--- src/rtl/kwd_pkg.sv ---
package kwd_pkg;

  localparam int unsigned ADDR_W = 12;
  localparam int unsigned KEY_W  = 16;
  localparam int unsigned NSLOT  = 4;

  // register offsets
  localparam logic [ADDR_W-1:0] OFS_KEY  = 12'h000;
  localparam logic [ADDR_W-1:0] OFS_PRE  = 12'h004;
  localparam logic [ADDR_W-1:0] OFS_RLD  = 12'h008;
  localparam logic [ADDR_W-1:0] OFS_STAT = 12'h00C;
  localparam logic [ADDR_W-1:0] OFS_EWC  = 12'h014;
  localparam logic [ADDR_W-1:0] OFS_ICLR = 12'h018;
  localparam logic [ADDR_W-1:0] OFS_VER  = 12'h3F4;

  // key values
  localparam logic [KEY_W-1:0] KEY_LOCK = 16'h0000;
  localparam logic [KEY_W-1:0] KEY_OPEN = 16'h5555;
  localparam logic [KEY_W-1:0] KEY_FEED = 16'hAAAA;
  localparam logic [KEY_W-1:0] KEY_GO   = 16'hCCCC;

  // bit positions
  localparam int unsigned EW_EN_BIT    = 15;
  localparam int unsigned EW_CLR_BIT   = 14;
  localparam int unsigned ICLR_BIT     = 15;
  localparam int unsigned STAT_RUN_BIT = 8;
  localparam int unsigned STAT_EW_BIT  = 15;

  // busy slot indices (status bits 0..3)
  localparam int unsigned SLOT_PRE = 0;
  localparam int unsigned SLOT_RLD = 1;
  localparam int unsigned SLOT_CMP = 2;
  localparam int unsigned SLOT_EN  = 3;

  typedef enum logic [2:0] {
    K_OPEN,
    K_FEED,
    K_GO,
    K_LOCK,
    K_OTHER
  } key_act_e;

  function automatic key_act_e kwd_decode_key(input logic [KEY_W-1:0] k);
    case (k)
      KEY_OPEN: return K_OPEN;
      KEY_FEED: return K_FEED;
      KEY_GO:   return K_GO;
      KEY_LOCK: return K_LOCK;
      default:  return K_OTHER;
    endcase
  endfunction

  // log2 of the divider: code + 2, saturated at max_code + 2
  function automatic int unsigned kwd_div_shift(input logic [7:0] code,
                                                input int unsigned max_code);
    int unsigned c;
    c = 32'(code);
    if (c > max_code) c = max_code;
    return c + 2;
  endfunction

  function automatic logic [31:0] kwd_status_word(input logic [NSLOT-1:0] busy,
                                                  input logic run,
                                                  input logic flag);
    logic [31:0] w;
    w = '0;
    w[NSLOT-1:0]   = busy;
    w[STAT_RUN_BIT] = run;
    w[STAT_EW_BIT]  = flag;
    return w;
  endfunction

endpackage

--- src/rtl/kwd_sync_slot.sv ---
module kwd_sync_slot #(
  parameter int unsigned LAT   = 5,
  parameter int unsigned LAT_W = 3
) (
  input  logic clk,
  input  logic rst_n,
  input  logic load,
  output logic busy,
  output logic done
);

  logic [LAT_W-1:0] left_q;

  always_ff @(posedge clk or negedge rst_n) begin
    if (!rst_n)             left_q <= '0;
    else if (load)          left_q <= LAT_W'(LAT);
    else if (left_q != '0)  left_q <= left_q - LAT_W'(1);
  end

  assign busy = (left_q != '0);
  assign done = (left_q == LAT_W'(1)) && !load;

  // a write raises its flag on the next cycle
  a_r3_busy_after_load: assert property (@(posedge clk) disable iff (!rst_n)
    load |=> busy);

  // the flag drops right after the value is handed over
  a_r3_done_clears: assert property (@(posedge clk) disable iff (!rst_n)
    done |=> !busy);

endmodule

--- src/rtl/kwd_regfile.sv ---
module kwd_regfile
  import kwd_pkg::*;
#(
  parameter int unsigned CNT_W    = 12,
  parameter int unsigned PRE_W    = 4,
  parameter int unsigned SYNC_LAT = 5,
  parameter logic [7:0]  REV      = 8'h40
) (
  input  logic              clk,
  input  logic              rst_n,
  input  logic              wr_en,
  input  logic [ADDR_W-1:0] addr,
  input  logic [31:0]       wdata,
  output logic [31:0]       rdata,
  input  logic              running,
  input  logic              ew_flag,
  output logic [PRE_W-1:0]  pre_eff,
  output logic [CNT_W-1:0]  rld_eff,
  output logic [CNT_W-1:0]  cmp_eff,
  output logic              en_eff,
  output logic              feed_evt,
  output logic              go_evt,
  output logic              clr_evt
);

  localparam int unsigned LAT_W = $clog2(SYNC_LAT + 1);

  logic             unlocked_q;
  logic [PRE_W-1:0] pre_sh;
  logic [CNT_W-1:0] rld_sh, cmp_sh;
  logic             en_sh;
  key_act_e         key_act;
  logic             key_hit, pre_wr, rld_wr, ewc_hit, ewc_wr, iclr_hit;
  logic [NSLOT-1:0] slot_load, slot_busy, slot_done;
  logic             unused_hi;

  assign unused_hi = ^wdata[31:16];

  // key and write-enable decoding
  assign key_act  = kwd_decode_key(wdata[KEY_W-1:0]);
  assign key_hit  = wr_en && (addr == OFS_KEY);
  assign pre_wr   = wr_en && (addr == OFS_PRE) && unlocked_q;
  assign rld_wr   = wr_en && (addr == OFS_RLD) && unlocked_q;
  assign ewc_hit  = wr_en && (addr == OFS_EWC);
  assign ewc_wr   = ewc_hit && unlocked_q;
  assign iclr_hit = wr_en && (addr == OFS_ICLR);

  assign go_evt   = key_hit && (key_act == K_GO);
  assign feed_evt = (key_hit && (key_act == K_FEED)) || ewc_wr;
  assign clr_evt  = (ewc_hit && wdata[EW_CLR_BIT]) || (iclr_hit && wdata[ICLR_BIT]);

  always_ff @(posedge clk or negedge rst_n) begin
    if (!rst_n)       unlocked_q <= 1'b0;
    else if (key_hit) unlocked_q <= (key_act == K_OPEN);
  end

  // shadow copies, as software wrote them
  always_ff @(posedge clk or negedge rst_n) begin
    if (!rst_n) begin
      pre_sh <= '0;
      rld_sh <= '1;
      cmp_sh <= '0;
      en_sh  <= 1'b0;
    end else begin
      if (pre_wr) pre_sh <= wdata[PRE_W-1:0];
      if (rld_wr) rld_sh <= wdata[CNT_W-1:0];
      if (ewc_wr) begin
        cmp_sh <= wdata[CNT_W-1:0];
        en_sh  <= wdata[EW_EN_BIT];
      end
    end
  end

  // update latency trackers
  assign slot_load[SLOT_PRE] = pre_wr;
  assign slot_load[SLOT_RLD] = rld_wr;
  assign slot_load[SLOT_CMP] = ewc_wr;
  assign slot_load[SLOT_EN]  = ewc_wr;

  for (genvar i = 0; i < NSLOT; i++) begin : g_slot
    kwd_sync_slot #(
      .LAT   (SYNC_LAT),
      .LAT_W (LAT_W)
    ) u_slot (
      .clk   (clk),
      .rst_n (rst_n),
      .load  (slot_load[i]),
      .busy  (slot_busy[i]),
      .done  (slot_done[i])
    );
  end

  // values the counter side uses
  always_ff @(posedge clk or negedge rst_n) begin
    if (!rst_n) begin
      pre_eff <= '0;
      rld_eff <= '1;
      cmp_eff <= '0;
      en_eff  <= 1'b0;
    end else begin
      if (slot_done[SLOT_PRE]) pre_eff <= pre_sh;
      if (slot_done[SLOT_RLD]) rld_eff <= rld_sh;
      if (slot_done[SLOT_CMP]) cmp_eff <= cmp_sh;
      if (slot_done[SLOT_EN])  en_eff  <= en_sh;
    end
  end

  always_comb begin
    rdata = '0;
    case (addr)
      OFS_PRE:  rdata = 32'(pre_sh);
      OFS_RLD:  rdata = 32'(rld_sh);
      OFS_STAT: rdata = kwd_status_word(slot_busy, running, ew_flag);
      OFS_EWC: begin
        rdata[CNT_W-1:0] = cmp_sh;
        rdata[EW_EN_BIT] = en_sh;
      end
      OFS_VER:  rdata = 32'(REV);
      default:  rdata = '0;
    endcase
  end

  // a locked divider write changes nothing
  a_r2_locked_pre: assert property (@(posedge clk) disable iff (!rst_n)
    (wr_en && addr == OFS_PRE && !unlocked_q) |=> $stable(pre_sh));

  // a locked early-warning write keeps compare and enable
  a_r9_locked_ewc: assert property (@(posedge clk) disable iff (!rst_n)
    (ewc_hit && !unlocked_q) |=> ($stable(cmp_sh) && $stable(en_sh)));

  // a non-unlock key leaves the registers locked
  a_r2_relock: assert property (@(posedge clk) disable iff (!rst_n)
    (key_hit && key_act != K_OPEN) |=> !unlocked_q);

endmodule

--- src/rtl/kwd_counter.sv ---
module kwd_counter
  import kwd_pkg::*;
#(
  parameter int unsigned CNT_W    = 12,
  parameter int unsigned PRE_W    = 4,
  parameter int unsigned MAX_CODE = 8
) (
  input  logic             clk,
  input  logic             rst_n,
  input  logic             go_evt,
  input  logic             feed_evt,
  input  logic             clr_evt,
  input  logic [PRE_W-1:0] pre_code,
  input  logic [CNT_W-1:0] rld_val,
  input  logic [CNT_W-1:0] cmp_val,
  input  logic             en,
  output logic             running,
  output logic             ew_flag,
  output logic             irq,
  output logic             rst_pulse
);

  localparam int unsigned DIV_W = MAX_CODE + 2;

  logic [DIV_W-1:0] prediv_q, div_last;
  logic [DIV_W:0]   span;
  logic [CNT_W-1:0] cnt_q, cnt_dn;
  logic             running_q, flag_q, pulse_q;
  logic             load, tick, expire, hit;

  always_comb begin
    span     = (DIV_W+1)'(1) << kwd_div_shift(8'(pre_code), MAX_CODE);
    div_last = DIV_W'(span - (DIV_W+1)'(1));
  end

  assign load   = go_evt || feed_evt;
  assign tick   = running_q && (prediv_q == div_last);
  assign cnt_dn = cnt_q - CNT_W'(1);
  assign expire = tick && (cnt_q == '0) && !load;
  assign hit    = tick && (cnt_q != '0) && (cnt_dn == cmp_val) && !load;

  always_ff @(posedge clk or negedge rst_n) begin
    if (!rst_n) begin
      running_q <= 1'b0;
      prediv_q  <= '0;
      cnt_q     <= '1;
    end else begin
      if (go_evt) running_q <= 1'b1;
      if (load) begin
        prediv_q <= '0;
        cnt_q    <= rld_val;
      end else if (tick) begin
        prediv_q <= '0;
        cnt_q    <= (cnt_q == '0) ? rld_val : cnt_dn;
      end else if (running_q) begin
        prediv_q <= prediv_q + DIV_W'(1);
      end
    end
  end

  always_ff @(posedge clk or negedge rst_n) begin
    if (!rst_n) begin
      flag_q  <= 1'b0;
      pulse_q <= 1'b0;
    end else begin
      pulse_q <= expire;
      if (hit)          flag_q <= 1'b1;
      else if (clr_evt) flag_q <= 1'b0;
    end
  end

  assign running   = running_q;
  assign ew_flag   = flag_q;
  assign irq       = flag_q && en;
  assign rst_pulse = pulse_q;

  // the reset request lasts a single cycle
  a_r5_single_pulse: assert property (@(posedge clk) disable iff (!rst_n)
    rst_pulse |=> !rst_pulse);

  // nothing but reset stops the watchdog
  a_r4_keeps_running: assert property (@(posedge clk) disable iff (!rst_n)
    running_q |=> running_q);

  // a feed or start loads the reload value
  a_r6_feed_loads: assert property (@(posedge clk) disable iff (!rst_n)
    load |=> (cnt_q == $past(rld_val)));

  // a tick above zero steps the counter down by one
  a_r5_step_down: assert property (@(posedge clk) disable iff (!rst_n)
    (tick && cnt_q != '0 && !load) |=> (cnt_q == $past(cnt_q) - CNT_W'(1)));

  // an acknowledge without a new crossing clears the flag
  a_r10_ack_clears: assert property (@(posedge clk) disable iff (!rst_n)
    (clr_evt && !hit) |=> !ew_flag);

endmodule

--- src/rtl/kwd_watchdog.sv ---
module kwd_watchdog
  import kwd_pkg::*;
#(
  parameter int unsigned CNT_W        = 12,
  parameter int unsigned PRE_W        = 4,
  parameter int unsigned PRE_MAX_CODE = 8,
  parameter int unsigned SYNC_LAT     = 5,
  parameter logic [7:0]  REV          = 8'h40
) (
  input  logic        clk,
  input  logic        rst_n,
  input  logic        bus_wr_en,
  input  logic [11:0] bus_addr,
  input  logic [31:0] bus_wdata,
  output logic [31:0] bus_rdata,
  output logic        wdg_irq,
  output logic        wdg_reset_pulse
);

  logic [PRE_W-1:0] pre_eff;
  logic [CNT_W-1:0] rld_eff, cmp_eff;
  logic             en_eff, feed_evt, go_evt, clr_evt, running, ew_flag;

  kwd_regfile #(
    .CNT_W    (CNT_W),
    .PRE_W    (PRE_W),
    .SYNC_LAT (SYNC_LAT),
    .REV      (REV)
  ) u_regs (
    .clk      (clk),
    .rst_n    (rst_n),
    .wr_en    (bus_wr_en),
    .addr     (bus_addr),
    .wdata    (bus_wdata),
    .rdata    (bus_rdata),
    .running  (running),
    .ew_flag  (ew_flag),
    .pre_eff  (pre_eff),
    .rld_eff  (rld_eff),
    .cmp_eff  (cmp_eff),
    .en_eff   (en_eff),
    .feed_evt (feed_evt),
    .go_evt   (go_evt),
    .clr_evt  (clr_evt)
  );

  kwd_counter #(
    .CNT_W    (CNT_W),
    .PRE_W    (PRE_W),
    .MAX_CODE (PRE_MAX_CODE)
  ) u_cnt (
    .clk       (clk),
    .rst_n     (rst_n),
    .go_evt    (go_evt),
    .feed_evt  (feed_evt),
    .clr_evt   (clr_evt),
    .pre_code  (pre_eff),
    .rld_val   (rld_eff),
    .cmp_val   (cmp_eff),
    .en        (en_eff),
    .running   (running),
    .ew_flag   (ew_flag),
    .irq       (wdg_irq),
    .rst_pulse (wdg_reset_pulse)
  );

  // the interrupt never shows without the early-warning flag
  a_r7_irq_needs_flag: assert property (@(posedge clk) disable iff (!rst_n)
    wdg_irq |-> ew_flag);

endmodule

--- config.mk ---
export PLATFORM = sky130hd
export DESIGN_NAME = kwd_watchdog
export DESIGN_NICKNAME = d
export VERILOG_FILES = /design/src/rtl/kwd_pkg.sv /design/src/rtl/kwd_sync_slot.sv /design/src/rtl/kwd_regfile.sv /design/src/rtl/kwd_counter.sv /design/src/rtl/kwd_watchdog.sv
export SDC_FILE = /design/constraint.sdc
export NUM_CORES = 1
export LEC_CHECK = 0
export ABC_AREA = 1
export BUFFER_PORTS_ARGS = -buffer_cell sky130_fd_sc_hd__buf_2
export CAP_MARGIN = 20
export CORE_ASPECT_RATIO = 0.75
export CORE_MARGIN = 3
export CORE_UTILIZATION = 63
export DETAILED_ROUTE_END_ITERATION = 12
export PLACE_DENSITY = 0.92
export SLEW_MARGIN = 5
export SYNTH_ARGS = -nofsm -noshare
export SYNTH_HDL_FRONTEND = slang
export SYNTH_SLANG_ARGS = --single-unit
--- constraint.sdc ---
create_clock -name clk -period 7.2 [get_ports clk]
set_input_delay 0.36 -clock clk [delete_from_list [all_inputs] [get_ports clk]]
set_output_delay 0.36 -clock clk [all_outputs]
set_load 0.01 [all_outputs]
==> results of run 1 <==
[state kept, by name, indices dropped and copies added, names as in the netlist, 4 cells and up]
| signal | flops |
|---|---|
| u_cnt.cnt_q | 12 |
| u_cnt.prediv_q | 10 |
| u_regs.cmp_eff | 12 |
| u_regs.cmp_sh | 12 |
| u_regs.g_slot.u_slot.left_q | 12 |
| u_regs.pre_eff | 4 |
| u_regs.pre_sh | 4 |
| u_regs.rld_eff | 12 |
| u_regs.rld_sh | 12 |
[synth_stat cells (9+ instances only)]
master	instances	area share (%)
sky130_fd_sc_hd__nand2_1	203	12
sky130_fd_sc_hd__inv_1	136	8.2
sky130_fd_sc_hd__nor2_1	81	4.9
sky130_fd_sc_hd__o21ai_0	63	5.1
sky130_fd_sc_hd__dfrtp_1	60	24
sky130_fd_sc_hd__nand3_1	51	4.1
sky130_fd_sc_hd__dfstp_2	36	15
sky130_fd_sc_hd__a21oi_1	27	2.2
sky130_fd_sc_hd__buf_4	20	2.4
sky130_fd_sc_hd__ha_1	17	3.4
sky130_fd_sc_hd__nand2_2	15	1.5
sky130_fd_sc_hd__o21ai_2	13	1.8
sky130_fd_sc_hd__xor2_1	11	1.5
sky130_fd_sc_hd__nand4_1	10	1.0
sky130_fd_sc_hd__nor3_1	10	0.81
sky130_fd_sc_hd__o22ai_1	9	0.91
[cell type report]
type	instances	area [um2]	share of cell area [%]
clock inverter	6	108	1.59
multi-input combinational	580	3010	44.6
clock buffer	10	239	3.54
tap	128	160	2.37
sequential	96	2450	36.2
timing repair buffer	47	245	3.63
inverter	143	546	8.07
[critical path, delay by kind of cell (launching register included)]
| kind | cells | cell delay [ps] |
|---|---|---|
| simple gates | 13 | 1780 |
| xor+xnor | 1 | 160 |
| fa+ha+maj | 2 | 580 |
| buf+inv | 2 | 140 |
| flops | 1 | 570 |
[logic make-up (layout without fill, tap and decap cells)]
logic type	Yosys count	count (layout)
mux	3	3
fa+ha+maj	17	17
simple gates	403	403
compound gates	120	120
flops	96	96
xor+xnor	18	18
buf+inv	181	206
other cells	1	19
[metrics by stage]
stage	util [%]	hold WS, ps
after floorplan	-	64.4
after global placement	68.8	234
after detailed placement	68.8	241
after CTS	72.6	301
after global routing	72.6	336
final	72.6	308
[power breakdown]
group,internal (W),switching [W]
registers,0.000554,0.00000991
clock network,0.000323,0.000230
logic,0.0000199,0.0000427
total,0.000897,0.000283
[worst paths after layout]
kind / startpoint / endpoint / slack, ps / cells past startpoint
worst max-delay path: u_regs.pre_eff[3] / u_cnt.cnt_q[0] / 3870 / 18
worst min-delay path: bus_wdata[13] / u_regs.unlocked_q / 310 / 4
worst max register to register: u_regs.pre_eff[3] / u_cnt.cnt_q[0] / 3870 / 18
worst min register to register: u_regs.en_eff / u_regs.en_eff / 490 / 2
max in group asynchronous: rst_n / u_regs.g_slot[0].u_slot.left_q[2] / 5570 / 3
min in group asynchronous: rst_n / u_cnt.prediv_q[7] / 400 / 2
[metal layers]
metal / routed length (um) / global-route usage, % / vias up / share of wire (%)
li1: - / - / 2685 / -
met1: 6530 / 39.0 / 2556 / 44
met2: 6740 / 43.0 / 253 / 45
met3: 1260 / 6.66 / 39 / 8.5
met4: 348 / 9.91 / 0 / 2.3
met5: 0 / 0 / - / 0
==> PnR_summary.wiki, run 1 <==
{| class="wikitable"
! Metric !! Value
|-
| Run status || finished, final reports clean
|-
| Number of sinks driven by the clock tree || 96
|-
| Mux cell area share after synthesis || 0.483%
|-
| Detailed-route via count || 5533
|-
| Hold crit path type || in -> reg
|-
| Cell count after placement || 993
|-
| Type of destination of the critical path || flop
|-
| Number of nets in the layout || 941
|-
| Buffer type at the clock tree root || sky130_fd_sc_hd__clkbuf_16
|-
| Count of pins over their slew limit || 0
|-
| Clock slew seen by the registers of the worst setup and hold paths || 70 ps
|-
| Area of placed instances || 6400 um2
|-
| Syn-to-layout area delta || 8.67%
|-
| Layout cell share with drive strength beyond 1 || 17.3%
|-
| Req. time, crit path || 7490 ps
|-
| Total half-perimeter wirelength after legalization and detailed placement || 10600 um
|-
| Total power per unit cell area || 175 nW/um2
|-
| Unrepaired setup endpoints after global routing || no
|-
| Cells along the critical path || nor2_2, ha_1, inv_2, nand2_4, nand2_4, nor2_8, nand3b_1, ha_1, xor2_1, nand3_1, nor2_1, nand3_1, nor2_2, nand3_4, nand2_4, nand2_1, nand2_1, inv_1
|-
| Standard-cell row count || 30
|-
| DP Worst Slack || 3920 ps
|-
| Yosys warnings || 0
|-
| Mean Syn Cell Area || 7.41 um2
|-
| Fmax || 300 MHz
|-
| Most common flop cell mapped by yosys || sky130_fd_sc_hd__dfrtp_1
|-
| Synthesized-area fraction occupied by ao, oa, aoi and oai cells || 11.0%
|-
| Commonest cells after routing, fill and taps aside || 203 x sky130_fd_sc_hd__nand2_1, 136 x sky130_fd_sc_hd__inv_1, 81 x sky130_fd_sc_hd__nor2_1
|-
| Post-CTS setup repair buffer count || 0
|-
| Parity-gate share of the synthesized area counting xor and xnor cells || 2.76%
|-
| Worst Skew || 9.96 ps
|-
| Total gr overflow || 0
|-
| Commonest non-fill, non-tap cell in the layout || sky130_fd_sc_hd__nand2_1
|-
| Overall Power || 0.00118 W
|-
| Chip width || 121 um
|-
| Static leakage power || 3.43 nW
|-
| Worst slew margin relative to its limit || 34.9%
|-
| Worst Tran Pin Value || 977 ps
|-
| Minimum period implied by the final worst setup slack || 3330 ps
|-
| Most Frequent Cell on Critical Path || sky130_fd_sc_hd__nand2_4
|-
| First-pass iteration count of the detailed router || 6
|-
| Post-DR wirelength/cell || 14.7 um
|-
| Initial standard-cell utilization of the core || 66.8%
|-
| Async set-reset flop share out of synthesis || 100%
|-
| Number of resized instances in the post-cts repair step || 0
|-
| Synth Area in Simple Gates || 29.6%
|-
| Cell type of the slowest stage on the worst timing path || sky130_fd_sc_hd__dfrtp_1
|-
| Final worst path period share || 46.2%
|-
| Post-synth EDFFs || 0
|-
| Height of the die || 92.0 um
|-
| Setup Total Neg Slack || 0 ps
|-
| Number of different library cells in the post-synthesis netlist || 44
|-
| Global-route total usage across every layer || 28.0%
|-
| Total wirelength of the detailed-routed design || 14900 um
|-
| Number of I/O pins || 81
|-
| Std-Cell Core Area || 9310 um2
|-
| Ant. Diodes || 0
|-
| Maximum level of the CTS H-tree || 3
|-
| Largest net degree at the start of global routing || 81
|-
| CTS tree || built
|-
| Total of flip-flops plus latches after synthesis || 96
|-
| Setup violation total in the final timing report || 0
|-
| Adder and majority gate portion of the synthesized area || 3.42%
|-
| Crit Path Category || reg -> reg
|-
| Cells after Synth || 839
|-
| Remaining design rule violation count || 0
|-
| Final design area excluding fillers || 6760 um2
|-
| First-pass GRT wire length || 24900 um
|-
| Via count of the first global-routing pass || 5193
|-
| Critical Path Source Type || flop
|-
| Netlist area before placement || 6220 um2
|-
| Arrival time at the worst endpoint || 3620 ps
|-
| Highest net fanout along the worst path || 31
|-
| Routability-driven placement congestion ratio || 0.899
|-
| Portion of the post-synthesis area used by sequential elements || 39.4%
|-
| Area of the die || 11100 um2
|-
| Min setup slack post-route || 3870 ps
|-
| I/O Buffers || 45
|-
| Clk Latency, worst-skew pair || 350 ps
|-
| Main combinational cell family by area after synthesis || simple AND/OR/NAND/NOR gates
|-
| Count of hold buffers inserted by post-cts repair || 1
|-
| TritonCTS Buffers || 9
|-
| Number of buffers between clock root and the deepest sink || 2
|-
| Largest stage delay, worst path || 570 ps
|-
| Number of violations of the max-capacitance limit || 0
|-
| Largest voltage drop on the vdd net || 0.137 mV
|-
| Vias per cell || 5.48
|-
| Number of non-filler instances in the completed layout || 1010
|-
| Hold Violations, Final || 0
|-
| Initial antenna violation count || 0
|-
| Number of nets with antenna violations after detailed routing || 0
|-
| Fill cell total of the finished layout || 713
|-
| Drt first-iter violations || 607
|}
No activity file was read; power rests on OpenSTA's default activity.
==> inputs of run 2 (changes only) <==
Settings changed: ABC_AREA 1 to 0, CORE_UTILIZATION 63 to 52, PLACE_DENSITY 0.92 to 0.83.
Clock period 7.2 ns to 2.9 ns, I/O delays scaled along.
==> PnR_summary.wiki, run 2 <==
{| class="wikitable"
! Metric !! Value
|-
| Final worst path period share || 99.7% (+53 points)
|-
| Final design area excluding fillers || 6410 um2 (-5.1%)
|-
| Static leakage power || 3.16 nW (-7.7%)
|-
| Sequential group share of total power || 44.2% (-3.6 points)
|-
| Req. time, crit path || 3180 ps (-4310 ps)
|-
| Overall Power || 0.00345 W (+190%)
|-
| Final core utilization || 64.3% (-8.3 points)
|-
| Setup Total Neg Slack || 0 ps (unchanged)
|-
| Number of buffers between clock root and the deepest sink || 2 (unchanged)
|-
| I/O Buffers || 45 (unchanged)
|-
| Cells after Synth || 549 (-35%)
|-
| Area of placed instances || 5940 um2 (-7.2%)
|-
| Initial standard-cell utilization of the core || 55.3% (-12 points)
|-
| TritonCTS Buffers || 9 (unchanged)
|-
| Number of I/O pins || 81 (unchanged)
|-
| Total of flip-flops plus latches after synthesis || 96 (unchanged)
|-
| Critical Path Source Type || flop
|-
| Worst slew margin relative to its limit || 44.9% (+10 points)
|-
| Footprint of the flip-flops and latches || 2450 um2 (unchanged)
|-
| Largest voltage drop on the vdd net || 0.614 mV (+350%)
|-
| Hold_ws || 53.0 ps (-255 ps)
|-
| Area of the die || 11900 um2 (+6.9%)
|-
| Remaining design rule violation count || 0 (unchanged)
|-
| Drt first-iter violations || 387 (-36%)
|-
| Area fraction of the dominant cell type after synthesis || 27.2% (+3.1 points)
|-
| Hold Violations, Final || 0 (unchanged)
|-
| Initial antenna violation count || 0 (unchanged)
|-
| Number of violations of the max-capacitance limit || 0 (unchanged)
|-
| Run status || finished, final reports clean
|-
| Portion of the post-synthesis area used by sequential elements || 44.4% (+5.1 points)
|-
| Std-Cell Core Area || 9970 um2 (+7.1%)
|-
| Maximum level of the CTS H-tree || 3 (unchanged)
|-
| Total gr overflow || 0 (unchanged)
|-
| Total power per unit cell area || 538 nW/um2 (+210%)
|-
| Worst Tran Pin Value || 820 ps (-157 ps)
|-
| Fraction of power consumed by the clock network || 35.4% (-12 points)
|-
| Commonest non-fill, non-tap cell in the layout || sky130_fd_sc_hd__nand2_1
|-
| Count leader, synth || sky130_fd_sc_hd__nand2_1
|-
| Fill cell total of the finished layout || 727 (+2.0%)
|-
| First-pass GRT wire length || 21600 um (-13%)
|-
| Area contributors post-synth || sky130_fd_sc_hd__dfrtp_1 27%, sky130_fd_sc_hd__dfstp_2 17%, sky130_fd_sc_hd__mux2_2 8.0%
|-
| Routability-driven placement congestion ratio || 0.958 (+6.6%)
|-
| Setup violation total in the final timing report || 0 (unchanged)
|-
| Via count of the first global-routing pass || 4330 (-17%)
|-
| Net switching power || 0.000978 W (+250%)
|-
| Pint || 0.00247 W (+180%)
|-
| Commonest cells after routing, fill and taps aside || 83 x sky130_fd_sc_hd__nand2_1, 60 x sky130_fd_sc_hd__dfrtp_1, 44 x sky130_fd_sc_hd__buf_2
|-
| Clk Latency, worst-skew pair || 340 ps (about the same)
|-
| Most common flop cell mapped by yosys || sky130_fd_sc_hd__dfrtp_1
|-
| Combinational share of power || 20.4% (+15 points)
|-
| Height of the die || 95.2 um (+3.4%)
|-
| Unrepaired setup endpoints after global routing || yes
|-
| Mean Syn Cell Area || 10.0 um2 (+35%)
|-
| Arrival time at the worst endpoint || 3170 ps (-450 ps)
|-
| Number of sinks driven by the clock tree || 96 (unchanged)
|-
| Syn-to-layout area delta || 16.3%
|-
| Number of nets with antenna violations after detailed routing || 0 (unchanged)
|-
| Netlist area before placement || 5510 um2 (-11%)
|-
| Leading area contributor after synthesis || sky130_fd_sc_hd__dfrtp_1
|-
| Buffer type at the clock tree root || sky130_fd_sc_hd__clkbuf_16
|-
| Switching share of power || 28.4% (+4.4 points)
|-
| Worst Skew || 4.87 ps (-5.08 ps)
|-
| Post-synth EDFFs || 0 (unchanged)
|-
| Footprint of the multi-input gates || 2950 um2 (-2.1%)
|-
| Count of pins over their slew limit || 0 (unchanged)
|-
| Highest net fanout along the worst path || 6 (-81%)
|-
| Yosys warnings || 0 (unchanged)
|-
| Most instantiated cells after synthesis || 83 x sky130_fd_sc_hd__nand2_1, 60 x sky130_fd_sc_hd__dfrtp_1, 39 x sky130_fd_sc_hd__mux2_2, 36 x sky130_fd_sc_hd__dfstp_2, 36 x sky130_fd_sc_hd__nor2_1
|-
| Total wirelength of the detailed-routed design || 13600 um (-8.4%)
|-
| Detailed-route via count || 4473 (-19%)
|-
| CTS tree || built
|-
| Total half-perimeter wirelength after legalization and detailed placement || 9720 um (-8.0%)
|-
| Layout cell share with drive strength beyond 1 || 31.1% (+14 points)
|-
| Standard-cell row count || 31 (+3.3%)
|-
| Crit Path Category || reg -> reg
|-
| Post-DR wirelength/cell || 18.2 um (+23%)
|-
| Chip width || 125 um (+3.4%)
|-
| First-pass iteration count of the detailed router || 6 (unchanged)
|-
| Type of destination of the critical path || flop
|-
| Vias per cell || 5.96 (+8.9%)
|-
| Clock slew seen by the registers of the worst setup and hold paths || 60 ps (about the same)
|-
| Number of different library cells in the post-synthesis netlist || 62 (+41%)
|-
| Number of nets in the layout || 677 (-28%)
|-
| Global-route total usage across every layer || 23.2% (-4.8 points)
|-
| Largest net degree at the start of global routing || 50 (-38%)
|-
| Ant. Diodes || 0 (unchanged)
|-
| Async set-reset flop share out of synthesis || 100% (unchanged)
|-
| Minimum period implied by the final worst setup slack || 2890 ps (-436 ps)
|-
| Hold crit path type || in -> reg
|-
| Fmax || 346 MHz (+15%)
|}
run 2: cell count changes after synthesis, moves of 10 or more:
cell and change:
sky130_fd_sc_hd__nand3_1 -37, sky130_fd_sc_hd__o21ai_2 -13, sky130_fd_sc_hd__nor2_1 -45, sky130_fd_sc_hd__nand2b_1 +10, sky130_fd_sc_hd__mux2_2 +39, sky130_fd_sc_hd__o21ai_0 -49, sky130_fd_sc_hd__nand2_1 -120, sky130_fd_sc_hd__inv_1 -117
sky130_fd_sc_hd__nand2_2 -15, sky130_fd_sc_hd__xor2_1 +12, sky130_fd_sc_hd__xnor2_1 +12
run 2: power groups by stage:
stage | registers [W] | clock network (W) | logic, W
2_1_floorplan | 0.00152 | 0 | 0.000526
3_3_place_gp | 0.00153 | 0 | 0.000636
3_5_place_dp | 0.00155 | 0 | 0.000696
4_1_cts | 0.00152 | 0.00123 | 0.000703
5_1_grt | 0.00154 | 0.00129 | 0.000781
6_report | 0.00153 | 0.00122 | 0.000704
run 2: cells by family after synthesis:
logic type	share of synthesized area (%)
xor gates and xnor gates	6.52
muxes	10.1
adders and majority gates	3.86
and+or+nand+nor	20.3
other	0.0681
DFF	44.4
AOI/OAI and AO/OA	9.26
buffers and inverters	5.52
run 2: metrics by stage:
stage,cells,worst slack (ps)
6_report,750,8.07
5_1_grt,750,-102
4_1_cts,747,1.18
3_5_place_dp,727,-56.4
3_3_place_gp,727,57.7
2_1_floorplan,567,9.38
run 2: final timing paths:
| path | from | endpoint | slack, ps | cells after the start |
|---|---|---|---|---|
| worst min-delay path | bus_wdata[4] | u_regs.cmp_sh[4] | 50 | 3 |
| max in group asynchronous | rst_n | u_regs.rld_sh[7] | 1710 | 3 |
| worst max-delay path | u_regs.pre_eff[3] | u_cnt.cnt_q[9] | 8 | 15 |
| worst min register to register | u_regs.cmp_sh[0] | u_regs.cmp_sh[0] | 500 | 2 |
| worst max register to register | u_regs.pre_eff[3] | u_cnt.cnt_q[9] | 8 | 15 |
| min in group asynchronous | rst_n | u_cnt.prediv_q[6] | 370 | 2 |
run 2: final cells by class:
class / count / area share [%]
multi-input cells: 415 / 46.0
flip-flops and latches: 96 / 38.2
repair buffers: 72 / 7.34
clock buffers: 12 / 4.00
well taps: 132 / 2.58
inverters: 19 / 1.11
clock inverters: 4 / 0.820
run 2: layer usage:
layer	part of all wire, %	vias up	global-route usage (%)
met4	1.4	0	7.31
li1	-	2023	-
met3	8.2	19	5.54
met1	43	2228	30.4
met5	0	-	0
met2	48	203	38.7
run 2: timing repair:
item | in CTS | in global routing
pin swaps | 4 | 9
gates resized for setup | 5 | 19
hold endpoints to repair | 26 | 0
buffers inserted | 3 | 4
hold buffers | 1 | 0
endpoints found under the setup margin | 10 | 23
gates cloned | 1 | 1
run 2: critical path, cell delays in order, from the launching register on:
cell and delay (ps):
sky130_fd_sc_hd__dfrtp_1 420, sky130_fd_sc_hd__nor2b_2 170, sky130_fd_sc_hd__ha_4 220, sky130_fd_sc_hd__nand2b_4 150, sky130_fd_sc_hd__nor3_4 190, sky130_fd_sc_hd__inv_2 60, sky130_fd_sc_hd__ha_4 260, sky130_fd_sc_hd__xor2_1 130
sky130_fd_sc_hd__nand2_1 80, sky130_fd_sc_hd__nor3_2 200, sky130_fd_sc_hd__o2111ai_2 170, sky130_fd_sc_hd__o31ai_4 280, sky130_fd_sc_hd__buf_6 160, sky130_fd_sc_hd__buf_12 130, sky130_fd_sc_hd__a21boi_2 50, sky130_fd_sc_hd__a21o_1 140
==> inputs of run 3 (changes only) <==
Settings changed: BUFFER_PORTS_ARGS -buffer_cell sky130_fd_sc_hd__buf_2 to not set, CORE_UTILIZATION 52 to 58, DONT_BUFFER_PORTS set to 1, PLACE_DENSITY 0.83 to 0.82.
==> PnR_summary.wiki, run 3 (synthesized netlist as in run 2, its figures left out) <==
{| class="wikitable"
! Metric !! Value
|-
| Worst Tran Pin Value || 954 ps (+135 ps)
|-
| DP Worst Slack || -12.1 ps (+44.3 ps)
|-
| Most Frequent Cell on Critical Path || sky130_fd_sc_hd__nand3_2
|-
| Busiest layer in global routing || met2
|-
| Initial standard-cell utilization of the core || 60.2% (+4.9 points)
|-
| Worst slew margin relative to its limit || 36.0% (-8.9 points)
|-
| Run status || complete, but fails checks
|-
| Type of destination of the critical path || flop
|-
| Total power per unit cell area || 539 nW/um2 (+0.26%)
|-
| Std-Cell Core Area || 9160 um2 (-8.1%)
|-
| Number of I/O pins || 81 (unchanged)
|-
| Vias per cell || 6.15 (+3.1%)
|-
| Syn-to-layout area delta || 13.5%
|-
| Commonest non-fill, non-tap cell in the layout || sky130_fd_sc_hd__nand2_1
|-
| Met2 Usage GRT || 41.1% (+2.4 points)
|-
| Cell type of the slowest stage on the worst timing path || sky130_fd_sc_hd__dfrtp_1
|-
| Initial antenna violation count || 1 (+1)
|-
| Met3 Use GR || 6.45% (+0.91 points)
|-
| Min setup slack post-route || -74.1 ps (-82.2 ps)
|-
| Number of sinks driven by the clock tree || 96 (unchanged)
|-
| Unrepaired setup endpoints after global routing || yes
|-
| Minimum period implied by the final worst setup slack || 2970 ps (+82.2 ps)
|-
| End of the worst register-to-register path || u_cnt.cnt_q[0]
|-
| Number of buffers between clock root and the deepest sink || 2 (unchanged)
|-
| Number of nets in the layout || 639 (-5.6%)
|-
| Number of nets with antenna violations after detailed routing || 0 (unchanged)
|-
| Worst Skew || 9.04 ps (+4.17 ps)
|-
| Setup violation total in the final timing report || 21 (+21)
|-
| Final worst path period share || 103% (+2.8 points)
|-
| Hold crit path type || in -> reg
|-
| Maximum level of the CTS H-tree || 3 (unchanged)
|-
| Area of the die || 10700 um2 (-9.8%)
|-
| Count of pins over their slew limit || 0 (unchanged)
|-
| First-pass iteration count of the detailed router || 5 (-1)
|-
| Post-DR wirelength/cell || 19.4 um (+6.5%)
|-
| Crit Path Category || reg -> reg
|-
| First-pass GRT wire length || 22000 um (+1.7%)
|-
| Critical Path Source Type || flop
|-
| Arrival time at the worst endpoint || 3250 ps (+80 ps)
|-
| Hold Violations, Final || 0 (unchanged)
|-
| Worst path depth || 15 (unchanged)
|-
| Met1 routing resource usage after global routing || 33.4% (+3.0 points)
|-
| Cells along the critical path || nor2b_1, ha_1, nand2b_4, nor3_4, inv_2, ha_4, and4b_1, a31oi_1, o211ai_1, xor2_1, o31ai_4, buf_6, clkbuf_16, nand3_2, nand3_2
|-
| Worst R2R Path Depth || 15 (unchanged)
|-
| Final core utilization || 68.3% (+4.0 points)
|-
| Number of buffer and inverter stages on the critical path || 3 (unchanged)
|-
| Violated checks || setup timing
|-
| Worst setup path start || u_regs.pre_eff[2]
|-
| Clk Latency, worst-skew pair || 340 ps (about the same)
|-
| Req. time, crit path || 3180 ps (about the same)
|-
| Buffer type at the clock tree root || sky130_fd_sc_hd__clkbuf_16
|-
| Worst r2r src || u_regs.pre_eff[2]
|-
| Largest net degree at the start of global routing || 97 (+94%)
|-
| Layout cell share with drive strength beyond 1 || 23.8% (-7.3 points)
|-
| Commonest cells after routing, fill and taps aside || 83 x sky130_fd_sc_hd__nand2_1, 60 x sky130_fd_sc_hd__dfrtp_1, 39 x sky130_fd_sc_hd__mux2_2
|-
| Largest voltage drop on the vdd net || 0.510 mV (-17%)
|-
| CTS tree || built
|-
| Height of the die || 90.4 um (-5.0%)
|-
| Routability-driven placement congestion ratio || 0.890 (-7.1%)
|-
| Static leakage power || 2.99 nW (-5.5%)
|-
| Highest net fanout along the worst path || 6 (unchanged)
|-
| Drt first-iter violations || 357 (-7.8%)
|-
| Minimum setup slack among reg-to-reg paths || -70 ps (-80 ps)
|-
| Total gr overflow || 0 (unchanged)
|-
| Total half-perimeter wirelength after legalization and detailed placement || 8990 um (-7.5%)
|-
| I/O Buffers || 0 (-100%)
|-
| Remaining design rule violation count || 0 (unchanged)
|-
| Global-route total usage across every layer || 25.5% (+2.3 points)
|-
| Fmax || 336 MHz (-2.8%)
|-
| Clock slew seen by the registers of the worst setup and hold paths || 70 ps (about the same)
|-
| Largest stage delay, worst path || 380 ps (-40 ps)
|-
| Kind of cell adding the most delay to the critical path || simple AND/OR/NAND/NOR gates
|-
| Capture point of the worst path || u_cnt.cnt_q[0]
|-
| Standard-cell row count || 30 (-3.2%)
|-
| Number of violations of the max-capacitance limit || 0 (unchanged)
|-
| Total wirelength of the detailed-routed design || 13700 um (+0.68%)
|-
| TritonCTS Buffers || 9 (unchanged)
|-
| Via count of the first global-routing pass || 4342 (+0.28%)
|-
| Detailed-route via count || 4360 (-2.5%)
|-
| Chip width || 119 um (-5.1%)
|}
run 3: area by class of cell:
class	count	area, um2
clock inverter	5	63.8
clock buffer	11	233
fill	634	2900
multi-input combinational	415	2930
tap	128	160
inverter	19	71.3
timing repair buffer	34	348
sequential	96	2450
antenna	1	2.50
run 3: worst min-delay path by stage:
stage,cells after the start,from,to
after floorplan,0,rst_n,u_cnt.ew_flag
after global placement,0,rst_n,u_regs.cmp_eff[9]
after detailed placement,0,rst_n,u_regs.cmp_eff[9]
after CTS,3,bus_wdata[3],u_regs.unlocked_q
after global routing,3,bus_wdata[3],u_regs.unlocked_q
final,3,bus_wdata[3],u_regs.unlocked_q
run 3: through the flow:
stage	instances	cell area [um2]	setup TNS, ps	total power [W]	hold slack, ps
CTS	706	6170	0	0.00339	68.9
floorplan	567	5620	0	0.00205	-151
finish	709	6260	-711	0.00337	75.8
global route	709	6260	-4190	0.00354	63.1
global placement	672	5660	0	0.00210	-146
detailed placement	672	5660	-20.1	0.00215	-145
run 3: layer usage:
metal,routed length (um),vias up
met4,348,0
met2,6580,231
met3,1180,45
li1,-,1943
met1,5620,2141
met5,0,-
run 3: worst min-delay path, cell delays in order:
cell	delay [ps]
sky130_fd_sc_hd__nor4bb_1	30
sky130_fd_sc_hd__nand4_1	80
sky130_fd_sc_hd__o21ai_0	100
run 3: timing repair:
item,CTS,global route
setup buffers,2,2
gates resized for setup,5,16
setup endpoints to repair,7,23
hold buffers,15,0
pin swaps,5,8
hold endpoints to repair,125,0
gates cloned,1,1
run 3: power breakdown:
| part | leakage, nW | internal (W) | total [W] | switching [W] |
|---|---|---|---|---|
| registers | 1.17 | 0.00145 | 0.00152 | 0.0000760 |
| logic | 1.67 | 0.000298 | 0.000666 | 0.000367 |
| clock network | 0.141 | 0.000677 | 0.00118 | 0.000507 |
| total | 2.99 | 0.00242 | 0.00337 | 0.000951 |
